[config.mk]
export PLATFORM = sky130hd
export DESIGN_NAME = sdstat_top
export DESIGN_NICKNAME = d
export VERILOG_FILES = /design/src/rtl/sdstat_pkg.sv /design/src/rtl/sdstat_decode.sv /design/src/rtl/sdstat_events.sv /design/src/rtl/sdstat_irq.sv /design/src/rtl/sdstat_top.sv
export SDC_FILE = /design/constraint.sdc
export NUM_CORES = 1
export LEC_CHECK = 0
export BUFFER_PORTS_ARGS = -buffer_cell sky130_fd_sc_hd__buf_2
export CORE_UTILIZATION = 54
export DETAILED_ROUTE_END_ITERATION = 10
export GPL_TIMING_DRIVEN = 0
export MAX_ROUTING_LAYER = met4
export PLACE_DENSITY = 0.81
export SYNTH_ARGS = -nofsm -noshare
export SYNTH_HDL_FRONTEND = slang
export SYNTH_SLANG_ARGS = --single-unit
[constraint.sdc]
create_clock -name clk -period 3.4 [get_ports clk]
set_clock_uncertainty 0.2 [all_clocks]
set_input_delay 0 -clock clk [delete_from_list [all_inputs] [get_ports clk]]
set_output_delay 0 -clock clk [all_outputs]
set_load 0.01 [all_outputs]
[src/rtl/sdstat_pkg.sv]
package sdstat_pkg;

    localparam int ADDR_W = 12;
    localparam int DATA_W = 32;
    localparam int EVT_W  = 11;
    localparam int LIVE_W = 11;
    localparam int STAT_W = EVT_W + LIVE_W;
    localparam int IDX_W  = 3;
    localparam int ID_N   = 8;

    // bit 9 carries no event
    localparam logic [EVT_W-1:0] EVT_IMPL = 11'h5FF;

    localparam logic [ADDR_W-1:0] OFS_POWER  = 12'h000;
    localparam logic [ADDR_W-1:0] OFS_CLOCK  = 12'h004;
    localparam logic [ADDR_W-1:0] OFS_DCTRL  = 12'h02C;
    localparam logic [ADDR_W-1:0] OFS_STATUS = 12'h034;
    localparam logic [ADDR_W-1:0] OFS_CLEAR  = 12'h038;
    localparam logic [ADDR_W-1:0] OFS_MASK0  = 12'h03C;
    localparam logic [ADDR_W-1:0] OFS_ID0    = 12'hFE0;

    typedef enum logic [2:0] {
        SEL_NONE,
        SEL_POWER,
        SEL_CLOCK,
        SEL_DCTRL,
        SEL_STATUS,
        SEL_CLEAR,
        SEL_MASK,
        SEL_ID
    } sel_e;

    typedef enum logic {
        ST_IDLE,
        ST_RESP
    } bus_st_e;

    function automatic logic [7:0] id_byte(input logic [IDX_W-1:0] n);
        logic [7:0] b;
        unique case (n)
            3'd0: b = 8'h81;
            3'd1: b = 8'h11;
            3'd2: b = 8'h04;
            3'd3: b = 8'h00;
            3'd4: b = 8'h0D;
            3'd5: b = 8'hF0;
            3'd6: b = 8'h05;
            default: b = 8'hB1;
        endcase
        return b;
    endfunction

endpackage

[src/rtl/sdstat_decode.sv]
module sdstat_decode
    import sdstat_pkg::*;
#(
    parameter int N_IRQ = 2
) (
    input  logic [ADDR_W-1:0] addr,
    output sel_e              sel,
    output logic [IDX_W-1:0]  idx
);
    localparam int WA_W = ADDR_W - 2;

    logic [WA_W-1:0] wa;
    logic [1:0]      unused_lsb;

    assign wa         = addr[ADDR_W-1:2];
    assign unused_lsb = addr[1:0];

    always_comb begin
        sel = SEL_NONE;
        idx = '0;
        if (wa == OFS_POWER[ADDR_W-1:2])  sel = SEL_POWER;
        if (wa == OFS_CLOCK[ADDR_W-1:2])  sel = SEL_CLOCK;
        if (wa == OFS_DCTRL[ADDR_W-1:2])  sel = SEL_DCTRL;
        if (wa == OFS_STATUS[ADDR_W-1:2]) sel = SEL_STATUS;
        if (wa == OFS_CLEAR[ADDR_W-1:2])  sel = SEL_CLEAR;
        for (int k = 0; k < N_IRQ; k++) begin
            if (wa == WA_W'(OFS_MASK0[ADDR_W-1:2] + WA_W'(k))) begin
                sel = SEL_MASK;
                idx = IDX_W'(k);
            end
        end
        for (int n = 0; n < ID_N; n++) begin
            if (wa == WA_W'(OFS_ID0[ADDR_W-1:2] + WA_W'(n))) begin
                sel = SEL_ID;
                idx = IDX_W'(n);
            end
        end
    end

    always_comb begin
        assert (sel != SEL_MASK || int'(idx) < N_IRQ) else $error("AST_MASK_IDX_RANGE");
    end

endmodule

[src/rtl/sdstat_events.sv]
module sdstat_events
    import sdstat_pkg::*;
#(
    parameter int                W    = EVT_W,
    parameter logic [EVT_W-1:0]  IMPL = EVT_IMPL
) (
    input  logic         clk,
    input  logic         rst_n,
    input  logic [W-1:0] evt_set,
    input  logic         clr_en,
    input  logic [W-1:0] clr_bits,
    output logic [W-1:0] sticky
);
    logic unused_bits;
    assign unused_bits = ^(evt_set & ~IMPL[W-1:0]) ^ ^(clr_bits & ~IMPL[W-1:0]);

    for (genvar i = 0; i < W; i++) begin : g_bit
        if (IMPL[i]) begin : g_flop
            always_ff @(posedge clk) begin
                if (!rst_n)
                    sticky[i] <= 1'b0;
                else if (evt_set[i])
                    sticky[i] <= 1'b1;
                else if (clr_en && clr_bits[i])
                    sticky[i] <= 1'b0;
            end
        end else begin : g_tie
            assign sticky[i] = 1'b0;
        end
    end

    AST_SET_STICKS: assert property (@(posedge clk) disable iff (!rst_n)
        ((evt_set & IMPL[W-1:0]) != '0) |=> ((sticky & $past(evt_set & IMPL[W-1:0])) == $past(evt_set & IMPL[W-1:0])));
    AST_FALL_NEEDS_CLEAR: assert property (@(posedge clk) disable iff (!rst_n)
        1'b1 |=> (($past(sticky) & ~sticky & ~($past(clr_bits) & {W{$past(clr_en)}})) == '0));
    AST_UNIMPL_ZERO: assert property (@(posedge clk) disable iff (!rst_n)
        ((sticky & ~IMPL[W-1:0]) == '0));

endmodule

[src/rtl/sdstat_irq.sv]
module sdstat_irq
    import sdstat_pkg::*;
#(
    parameter int N_IRQ = 2,
    parameter int W     = STAT_W
) (
    input  logic             clk,
    input  logic             rst_n,
    input  logic [W-1:0]     status,
    input  logic [W-1:0]     mask [N_IRQ],
    output logic [N_IRQ-1:0] irq
);
    for (genvar k = 0; k < N_IRQ; k++) begin : g_line
        always_ff @(posedge clk) begin
            if (!rst_n)
                irq[k] <= 1'b0;
            else
                irq[k] <= |(status & mask[k]);
        end

        AST_IRQ_QUIET: assert property (@(posedge clk) disable iff (!rst_n)
            ((status & mask[k]) == '0) |=> !irq[k]);
        AST_IRQ_RAISE: assert property (@(posedge clk) disable iff (!rst_n)
            ((status & mask[k]) != '0) |=> irq[k]);
    end

endmodule

[src/rtl/sdstat_top.sv]
module sdstat_top
    import sdstat_pkg::*;
#(
    parameter int N_IRQ = 2
) (
    input  logic              clk,
    input  logic              rst_n,
    input  logic              bus_req,
    input  logic              bus_we,
    input  logic [ADDR_W-1:0] bus_addr,
    input  logic [DATA_W-1:0] bus_wdata,
    output logic [DATA_W-1:0] bus_rdata,
    output logic              bus_rvalid,
    input  logic [EVT_W-1:0]  evt_set,
    input  logic [LIVE_W-1:0] live_flags,
    output logic [N_IRQ-1:0]  irq_o,
    output logic [7:0]        power_o,
    output logic [7:0]        clock_o,
    output logic [7:0]        dctrl_o
);
    sel_e             sel;
    logic [IDX_W-1:0] idx;
    bus_st_e          state_q, state_d;
    logic             rd_req, wr_req;
    logic [EVT_W-1:0] sticky;
    logic [STAT_W-1:0] status;
    logic [STAT_W-1:0] mask_q [N_IRQ];
    logic [7:0]       power_q, clock_q, dctrl_q;
    logic [DATA_W-1:0] rd_mux, rdata_q;
    logic             unused_wdata;

    assign rd_req       = bus_req && !bus_we;
    assign wr_req       = bus_req && bus_we;
    assign unused_wdata = ^bus_wdata[DATA_W-1:STAT_W];

    sdstat_decode #(.N_IRQ(N_IRQ)) u_decode (
        .addr (bus_addr),
        .sel  (sel),
        .idx  (idx)
    );

    sdstat_events #(.W(EVT_W), .IMPL(EVT_IMPL)) u_events (
        .clk      (clk),
        .rst_n    (rst_n),
        .evt_set  (evt_set),
        .clr_en   (wr_req && sel == SEL_CLEAR),
        .clr_bits (bus_wdata[EVT_W-1:0]),
        .sticky   (sticky)
    );

    assign status = {live_flags, sticky};

    sdstat_irq #(.N_IRQ(N_IRQ), .W(STAT_W)) u_irq (
        .clk    (clk),
        .rst_n  (rst_n),
        .status (status),
        .mask   (mask_q),
        .irq    (irq_o)
    );

    // configuration and mask registers
    always_ff @(posedge clk) begin
        if (!rst_n) begin
            power_q <= '0;
            clock_q <= '0;
            dctrl_q <= '0;
        end else if (wr_req) begin
            if (sel == SEL_POWER) power_q <= bus_wdata[7:0];
            if (sel == SEL_CLOCK) clock_q <= bus_wdata[7:0];
            if (sel == SEL_DCTRL) dctrl_q <= bus_wdata[7:0];
        end
    end

    for (genvar k = 0; k < N_IRQ; k++) begin : g_mask
        always_ff @(posedge clk) begin
            if (!rst_n)
                mask_q[k] <= '0;
            else if (wr_req && sel == SEL_MASK && int'(idx) == k)
                mask_q[k] <= bus_wdata[STAT_W-1:0];
        end
    end

    assign power_o = power_q;
    assign clock_o = clock_q;
    assign dctrl_o = dctrl_q;

    // read data selection
    always_comb begin
        rd_mux = '0;
        unique case (sel)
            SEL_POWER:  rd_mux = DATA_W'(power_q);
            SEL_CLOCK:  rd_mux = DATA_W'(clock_q);
            SEL_DCTRL:  rd_mux = DATA_W'(dctrl_q);
            SEL_STATUS: rd_mux = DATA_W'(status);
            SEL_MASK:   rd_mux = DATA_W'(mask_q[idx[$clog2(N_IRQ > 1 ? N_IRQ : 2)-1:0]]);
            SEL_ID:     rd_mux = DATA_W'(id_byte(idx));
            default:    rd_mux = '0;
        endcase
    end

    // bus state register
    always_ff @(posedge clk) begin
        if (!rst_n) begin
            state_q <= ST_IDLE;
            rdata_q <= '0;
        end else begin
            state_q <= state_d;
            if (rd_req) rdata_q <= rd_mux;
        end
    end

    always_comb begin
        state_d = state_q;
        unique case (state_q)
            ST_IDLE: state_d = rd_req ? ST_RESP : ST_IDLE;
            ST_RESP: state_d = rd_req ? ST_RESP : ST_IDLE;
            default: state_d = ST_IDLE;
        endcase
    end

    // bus outputs
    always_comb begin
        bus_rvalid = (state_q == ST_RESP);
        bus_rdata  = bus_rvalid ? rdata_q : '0;
    end

    AST_READ_ANSWERED: assert property (@(posedge clk) disable iff (!rst_n)
        rd_req |=> bus_rvalid);
    AST_NO_STRAY_VALID: assert property (@(posedge clk) disable iff (!rst_n)
        bus_rvalid |-> $past(rd_req));
    AST_CFG_STABLE: assert property (@(posedge clk) disable iff (!rst_n)
        !wr_req |=> $stable(power_o) && $stable(clock_o) && $stable(dctrl_o));

endmodule

==> summary.txt, run 1 <==
Setup path
  – Reg2reg path depth: 5
  – Worst setup path class: in -> reg
  – Crit-path slowest cell: nor4_4
  – Worst EP required: 3.46 ns
  – CP top delay family: simple AND/OR/NAND/NOR gates
  – Startpoint Class: input port
  – Reg-to-reg startpoint: u_events.sticky[10]
  – Critical path cell sequence: buf_2 -> or4_4 -> or3_4 -> or2_1 -> clkbuf_1 -> nor4_4 -> a31oi_1 -> dlygate4sd3_1
  – FF-to-FF setup slack: 0.76 ns
  – Slowest stage delay, CP: 0.66 ns
  – WP data arrival: 2.94 ns
  – Crit end category: flip-flop
  – Crit path buf inv count: 3
  – Crit path from: bus_addr[8]
  – Critical Path Fanout Max: 10
  – Reg2reg end: u_irq.irq[0]

Floorplan
  – Total Die Area: 0.00994 mm^2
  – Die X: 99.7 um
  – Die H: 99.7 um
  – Row count: 35
  – IO Pins: 129
  – Initial Utilization: 55.8%
  – Core ar.: 0.00924 mm^2

CTS
  – CTS max path bufs: 2
  – Clk_lat worst skew: 0.38 ns
  – Setup bufs post-CTS: 0
  – Clock-pin slew on the worst setup and hold paths: 0.10 ns
  – Clk root buf: clkbuf_8
  – H-tree levels: 3
  – CTS buffer count: 9
  – Clock sink total: 103
  – CTS tree: yes

Placement
  – HPWL Detailed: 11300 um
  – Placer Congestion: 0.938
  – DP Worst Slack: 0.435 ns
  – IO Port Bufs: 104

STA
  – Final WS setup: 0.529 ns
  – Setup_tns: 0 ns
  – Setup Viol. Count Final: 0
  – Tmin final: 2.87 ns
  – Crit share post-route: 84.4%
  – Worst Max-Slew Pin Slew: 1.09 ns
  – Fmax: 348 MHz
  – Hold Vio Cnt, Final: 0
  – RSZ-0062 raised after global routing: no
  – Slew HR: 26.4%
  – Slew Limit Fails: 0

Route
  – Routed len/inst: 18.4 um
  – Drt pass-1 iters: 5
  – Routed vias: 5015
  – Initial DRC Count: 484
  – ANT nets after route: 0
  – Drt drc: 0
  – Vias per cell: 5.69
  – Routed wire length: 16200 um

Synthesis
  – Avg Cell Area, Syn: 9.13 um^2
  – Cell variety after synth: 55
  – Post-synth top flop: dfxtp_1
  – Number of flops mapped to enable cells by yosys: 0
  – Syn. warnings: 0
  – Post-Syn Area: 0.00516 mm^2
  – Syn Inst Count: 565
  – Async set-reset flop share out of synthesis: 0%
  – Part of the Yosys area used for sequential elements: 40.0%
  – Synth Register Bits: 103

Power and ir drop
  – Leakage: 0.00300 uW
  – Maximum vdd drop: 0.207 mV
  – PwrDens: 340 mW/mm^2

Global route
  – First-pass GRT wire length: 24900 um
  – Initial antenna violation count: 0
  – Vias in the first global route: 4807
  – Largest net degree at the start of global routing: 17
  – GR Overflow Total: 0
  – All-Layer GR Usage: 33.7%

Cells and area
  – # diodes: 0
  – Area grow syn2layout: 29.0%
  – Most frequent cells in the layout: buf_2 (108), dfxtp_1 (103), mux2i_1 (91), nand2_1 (68), dlygate4sd3_1 (58)
  – Fillers: 747
  – Layout cells sized above 1: 19.7%
  – Final nets: 817
  – Commonest non-fill, non-tap cell in the layout: buf_2

Worst hold path
  – Hold crit path type: in -> reg
  – WHS Endpoint: rdata_q[6]
  – Hold path depth: 6
  – HP Start: bus_addr[11]

Job
  – MaxCap Viol Count: 0

Status
  – Status: finished clean
per-stage QoR:
step | instances | cell area [um^2] | utilization [%] | hold slack (ns) | total power [uW]
2_1_floorplan | 574 | 5190 | - | -0.0991 | 1340
3_3_place_gp | 807 | 5870 | 63.5 | 0.0155 | 1420
3_5_place_dp | 807 | 5870 | 63.5 | 0.0248 | 1420
4_1_cts | 881 | 6650 | 72.0 | 0.0241 | 2240
5_1_grt | 881 | 6650 | 72.0 | 0.115 | 2310
6_report | 881 | 6650 | 72.0 | 0.0451 | 2260
report_power, final:
part	total (uW)	switching (uW)	internal (uW)
clock network	810	448	362
registers	1230	13.8	1220
logic	223	115	108
cell type report:
class / count / area (um^2) / share of cell area (%)
buffer: 46 / 230 / 3.46
clock buffer: 11 / 141 / 2.13
clock inverter: 5 / 56.3 / 0.847
inverter: 12 / 45.0 / 0.677
multi-input combinational: 413 / 2850 / 42.9
sequential: 103 / 2060 / 31.0
tap: 129 / 161 / 2.43
timing repair buffer: 162 / 1100 / 16.6
Yosys cell counts (all sizes together) (2+ instances only):
library cell  count  area (um^2)
o221ai            2         17.5
mux2i            91          911
nor2b            48          300
a22oi            23          173
a21oi            10         61.3
o211ai            2         15.0
nor2             13         51.3
a31oi            11         68.8
nand4             4         25.0
and2             26          163
o21ai            31          159
inv              12         45.0
o21a              3         22.5
nor3              7         46.3
a222oi            2         20.0
o31a              2         17.5
or3               2         17.5
or4               2         18.8
clkbuf           28          105
buf              18          125
and4b             2         20.0
nand3            10         50.1
a22o             17          149
o22a              2         17.5
mux2              5         56.3
nand2            68          255
a221oi            3         26.3
dfxtp           103         2060
and3              2         12.5
nor4              3         40.0
worst min-delay path, cell delays in order:
cell,delay [ns]
buf_2,0.11
nand2_1,0.09
nor2_1,0.11
a221oi_1,0.08
o21ai_0,0.08
o22a_1,0.12
worst max path at each step:
stage	end	slack, ns	cells past startpoint
4_1_cts	u_events.sticky[4]	0.64	8
3_3_place_gp	rdata_q[13]	0.39	9
5_1_grt	u_events.sticky[8]	0.45	8
6_report	u_events.sticky[8]	0.53	8
2_1_floorplan	mask_q[22]	1.02	8
3_5_place_dp	rdata_q[17]	0.44	9
timing repair:
item	4_1_cts	5_1_grt
hold buffers	58	0
endpoints found under the hold margin	94	0
gates resized for setup	0	0
flip-flops by register name, summed over array words and instances, names as in the netlist:
| name | count |
|---|---|
| mask_q | 44 |
| bus_rvalid | 1 |
| clock_o | 8 |
| rdata_q | 22 |
| power_o | 8 |
| u_events.sticky | 10 |
| dctrl_o | 8 |
| u_irq.irq | 2 |
logic make-up after synthesis:
| kind of cell | synth area share (%) |
|---|---|
| xor gates and xnor gates | 0.170 |
| AOI/OAI and AO/OA | 15.5 |
| DFF | 40.0 |
| buffers and inverters | 5.34 |
| muxes | 18.8 |
| other | 0.0727 |
| and+or+nand+nor | 20.2 |
metal layers:
metal / vias to the layer above / wire [um] / GRT usage, %
li1: 2357 / - / -
met1: 2346 / 6900 / 41.8
met2: 277 / 7560 / 54.4
met3: 35 / 1380 / 6.89
met4: 0 / 327 / 11.9
met5: - / 0 / -
No activity file was read; power rests on OpenSTA's default activity.
==> run 2, diff against run 1 <==
- clock period: 3.4 -> 2.7 ns (I/O delays scaled with it)
==> run 2 against run 1 <==
- sequential power is 26% higher
- core utilization down 0.83 points
- final cell count is 0.91% lower
- register-to-register slack got worse by 0.68 ns
- largest power group unchanged
- combinational power up 20%
- power increased by 25%
- first-iteration DRC count is 18% lower
- non-clock buffer count fell by 8
- critical endpoint is now u_irq.irq[0]
- hold slack got worse by 0.0053 ns
==> summary.txt, run 2 (synthesis gave the netlist of run 1 again) <==
Cells and area
  – Commonest non-fill, non-tap cell in the layout: buf_2
  – Layout cells sized above 1: 20.2%
  – Most frequent cells in the layout: buf_2 (108), dfxtp_1 (103), mux2i_1 (91), nand2_1 (68), dlygate4sd3_1 (50)
  – Largest regs: mask_q x44, rdata_q x22, u_events.sticky x10
  – Cell area after layout: 0.00657 mm^2
  – Max FFs per register: 44
  – Non-filler cells, final: 873
  – Reg with most FFs: mask_q
  – # diodes: 0
  – Area grow syn2layout: 27.5%
  – Final nets: 809
  – Fillers: 758

Placement
  – IO Port Bufs: 104
  – DP Worst Slack: -0.265 ns
  – HPWL Detailed: 11300 um
  – # placed instances: 807
  – Placer Congestion: 0.938
  – Placed Area: 0.00587 mm^2

CTS
  – Clock sink total: 103
  – CTS tree: yes
  – CTS buffer count: 9
  – Clock-pin slew on the worst setup and hold paths: 0.10 ns
  – H-tree levels: 3
  – Clk root buf: clkbuf_8
  – Setup bufs post-CTS: 0
  – CTS max path bufs: 2
  – Clk_lat worst skew: 0.38 ns

Setup path
  – Crit end category: flip-flop
  – Critical Path Fanout Max: 4
  – WP data arrival: 2.69 ns
  – Critical Path Sink: u_irq.irq[0]
  – Reg-to-reg startpoint: u_events.sticky[10]
  – Crit path from: u_events.sticky[10]
  – Worst EP required: 2.77 ns
  – Reg2reg path depth: 5
  – Startpoint Class: flip-flop
  – FF-to-FF setup slack: 0.08 ns
  – Reg2reg end: u_irq.irq[0]
  – Worst setup path class: reg -> reg

STA
  – Slew HR: 25.8%
  – Setup Viol. Count Final: 0
  – Final WS setup: 0.0805 ns
  – Tmin final: 2.62 ns
  – Crit share post-route: 97.0%
  – RSZ-0062 raised after global routing: no
  – Worst Max-Slew Pin Slew: 1.10 ns
  – Hold Vio Cnt, Final: 0
  – Setup_tns: 0 ns
  – Slew Limit Fails: 0
  – Fmax: 382 MHz

Route
  – Vias per cell: 5.73
  – Routed len/inst: 18.4 um
  – Drt pass-1 iters: 6
  – ANT nets after route: 0
  – Drt drc: 0
  – Routed wire length: 16100 um
  – Initial DRC Count: 399
  – Routed vias: 5000

Power and ir drop
  – PwrDens: 431 mW/mm^2
  – Leakage: 0.00296 uW
  – Maximum vdd drop: 0.260 mV

Global route
  – Initial antenna violation count: 0
  – Vias in the first global route: 4770
  – Largest net degree at the start of global routing: 17
  – GR Overflow Total: 0
  – First-pass GRT wire length: 24700 um
  – All-Layer GR Usage: 33.5%

Floorplan
  – Row count: 35
  – Total Die Area: 0.00994 mm^2
  – Die H: 99.7 um
  – Die X: 99.7 um
  – IO Pins: 129
  – Core ar.: 0.00924 mm^2
  – Initial Utilization: 55.8%

Status
  – Status: finished clean

Worst hold path
  – Hold crit path type: in -> reg

Job
  – MaxCap Viol Count: 0
==> run 2: cell types whose count changed in the layout (fill, tap and decap cells not counted), sizes merged <==
cell         change
dlygate4sd3      -8
clkbuf           +1
buf              -1
==> run 2: area by class of cell <==
type	count	area, um^2	share of cell area [%]
Buffer	46	231	3.52
Clock buffer	11	141	2.15
Clock inverter	5	56.3	0.856
Inverter	12	45.0	0.685
Multi-Input combinational cell	413	2860	43.4
Sequential cell	103	2060	31.4
Tap cell	129	161	2.46
Timing Repair Buffer	154	1020	15.5
==> run 2: critical path, stage by stage (launching register included) <==
cell and delay, ns:
dfxtp_1 0.38, a222oi_1 0.38, nand3_1 0.12, dlygate4sd3_1 0.58
o31a_1 0.30, dlygate4sd3_1 0.56
==> run 2: report_power, final <==
| part | switching [uW] | internal [uW] | total, uW |
|---|---|---|---|
| clock | 563 | 456 | 1020 |
| combinational | 141 | 125 | 267 |
| sequential | 17.2 | 1530 | 1550 |
==> run 2: worst min path at each step <==
stage,slack (ns),cells past startpoint,start,end
floorplan,-0.1,1,bus_wdata[10],u_events.sticky[10]
global placement,0.02,2,bus_wdata[10],u_events.sticky[10]
detailed placement,0.02,2,bus_wdata[10],u_events.sticky[10]
CTS,0.02,6,bus_addr[10],rdata_q[6]
global route,0.11,6,bus_addr[10],rdata_q[6]
finish,0.04,6,bus_addr[10],rdata_q[6]
==> run 2: timing repair <==
action                                 4_1_cts  5_1_grt
resized for setup                            0        2
setup endpoints to repair                    0        8
hold buffers                                50        0
endpoints found under the hold margin       94        0
==> run 2: metrics by stage <==
| step | total power, uW | util, % | hold slack [ns] |
|---|---|---|---|
| floorplan | 1680 | - | -0.0991 |
| finish | 2830 | 71.1 | 0.0397 |
| global placement | 1780 | 63.5 | 0.0155 |
| CTS | 2810 | 71.1 | 0.0241 |
| detailed placement | 1790 | 63.5 | 0.0248 |
| global route | 2900 | 71.1 | 0.111 |
==> run 2: routing by layer <==
metal / up-vias / GRT usage (%) / wire (um)
met1: 2353 / 41.9 / 6940
met3: 40 / 6.96 / 1280
met2: 271 / 54.0 / 7510
met5: - / - / 0
li1: 2336 / - / -
met4: 0 / 10.6 / 363
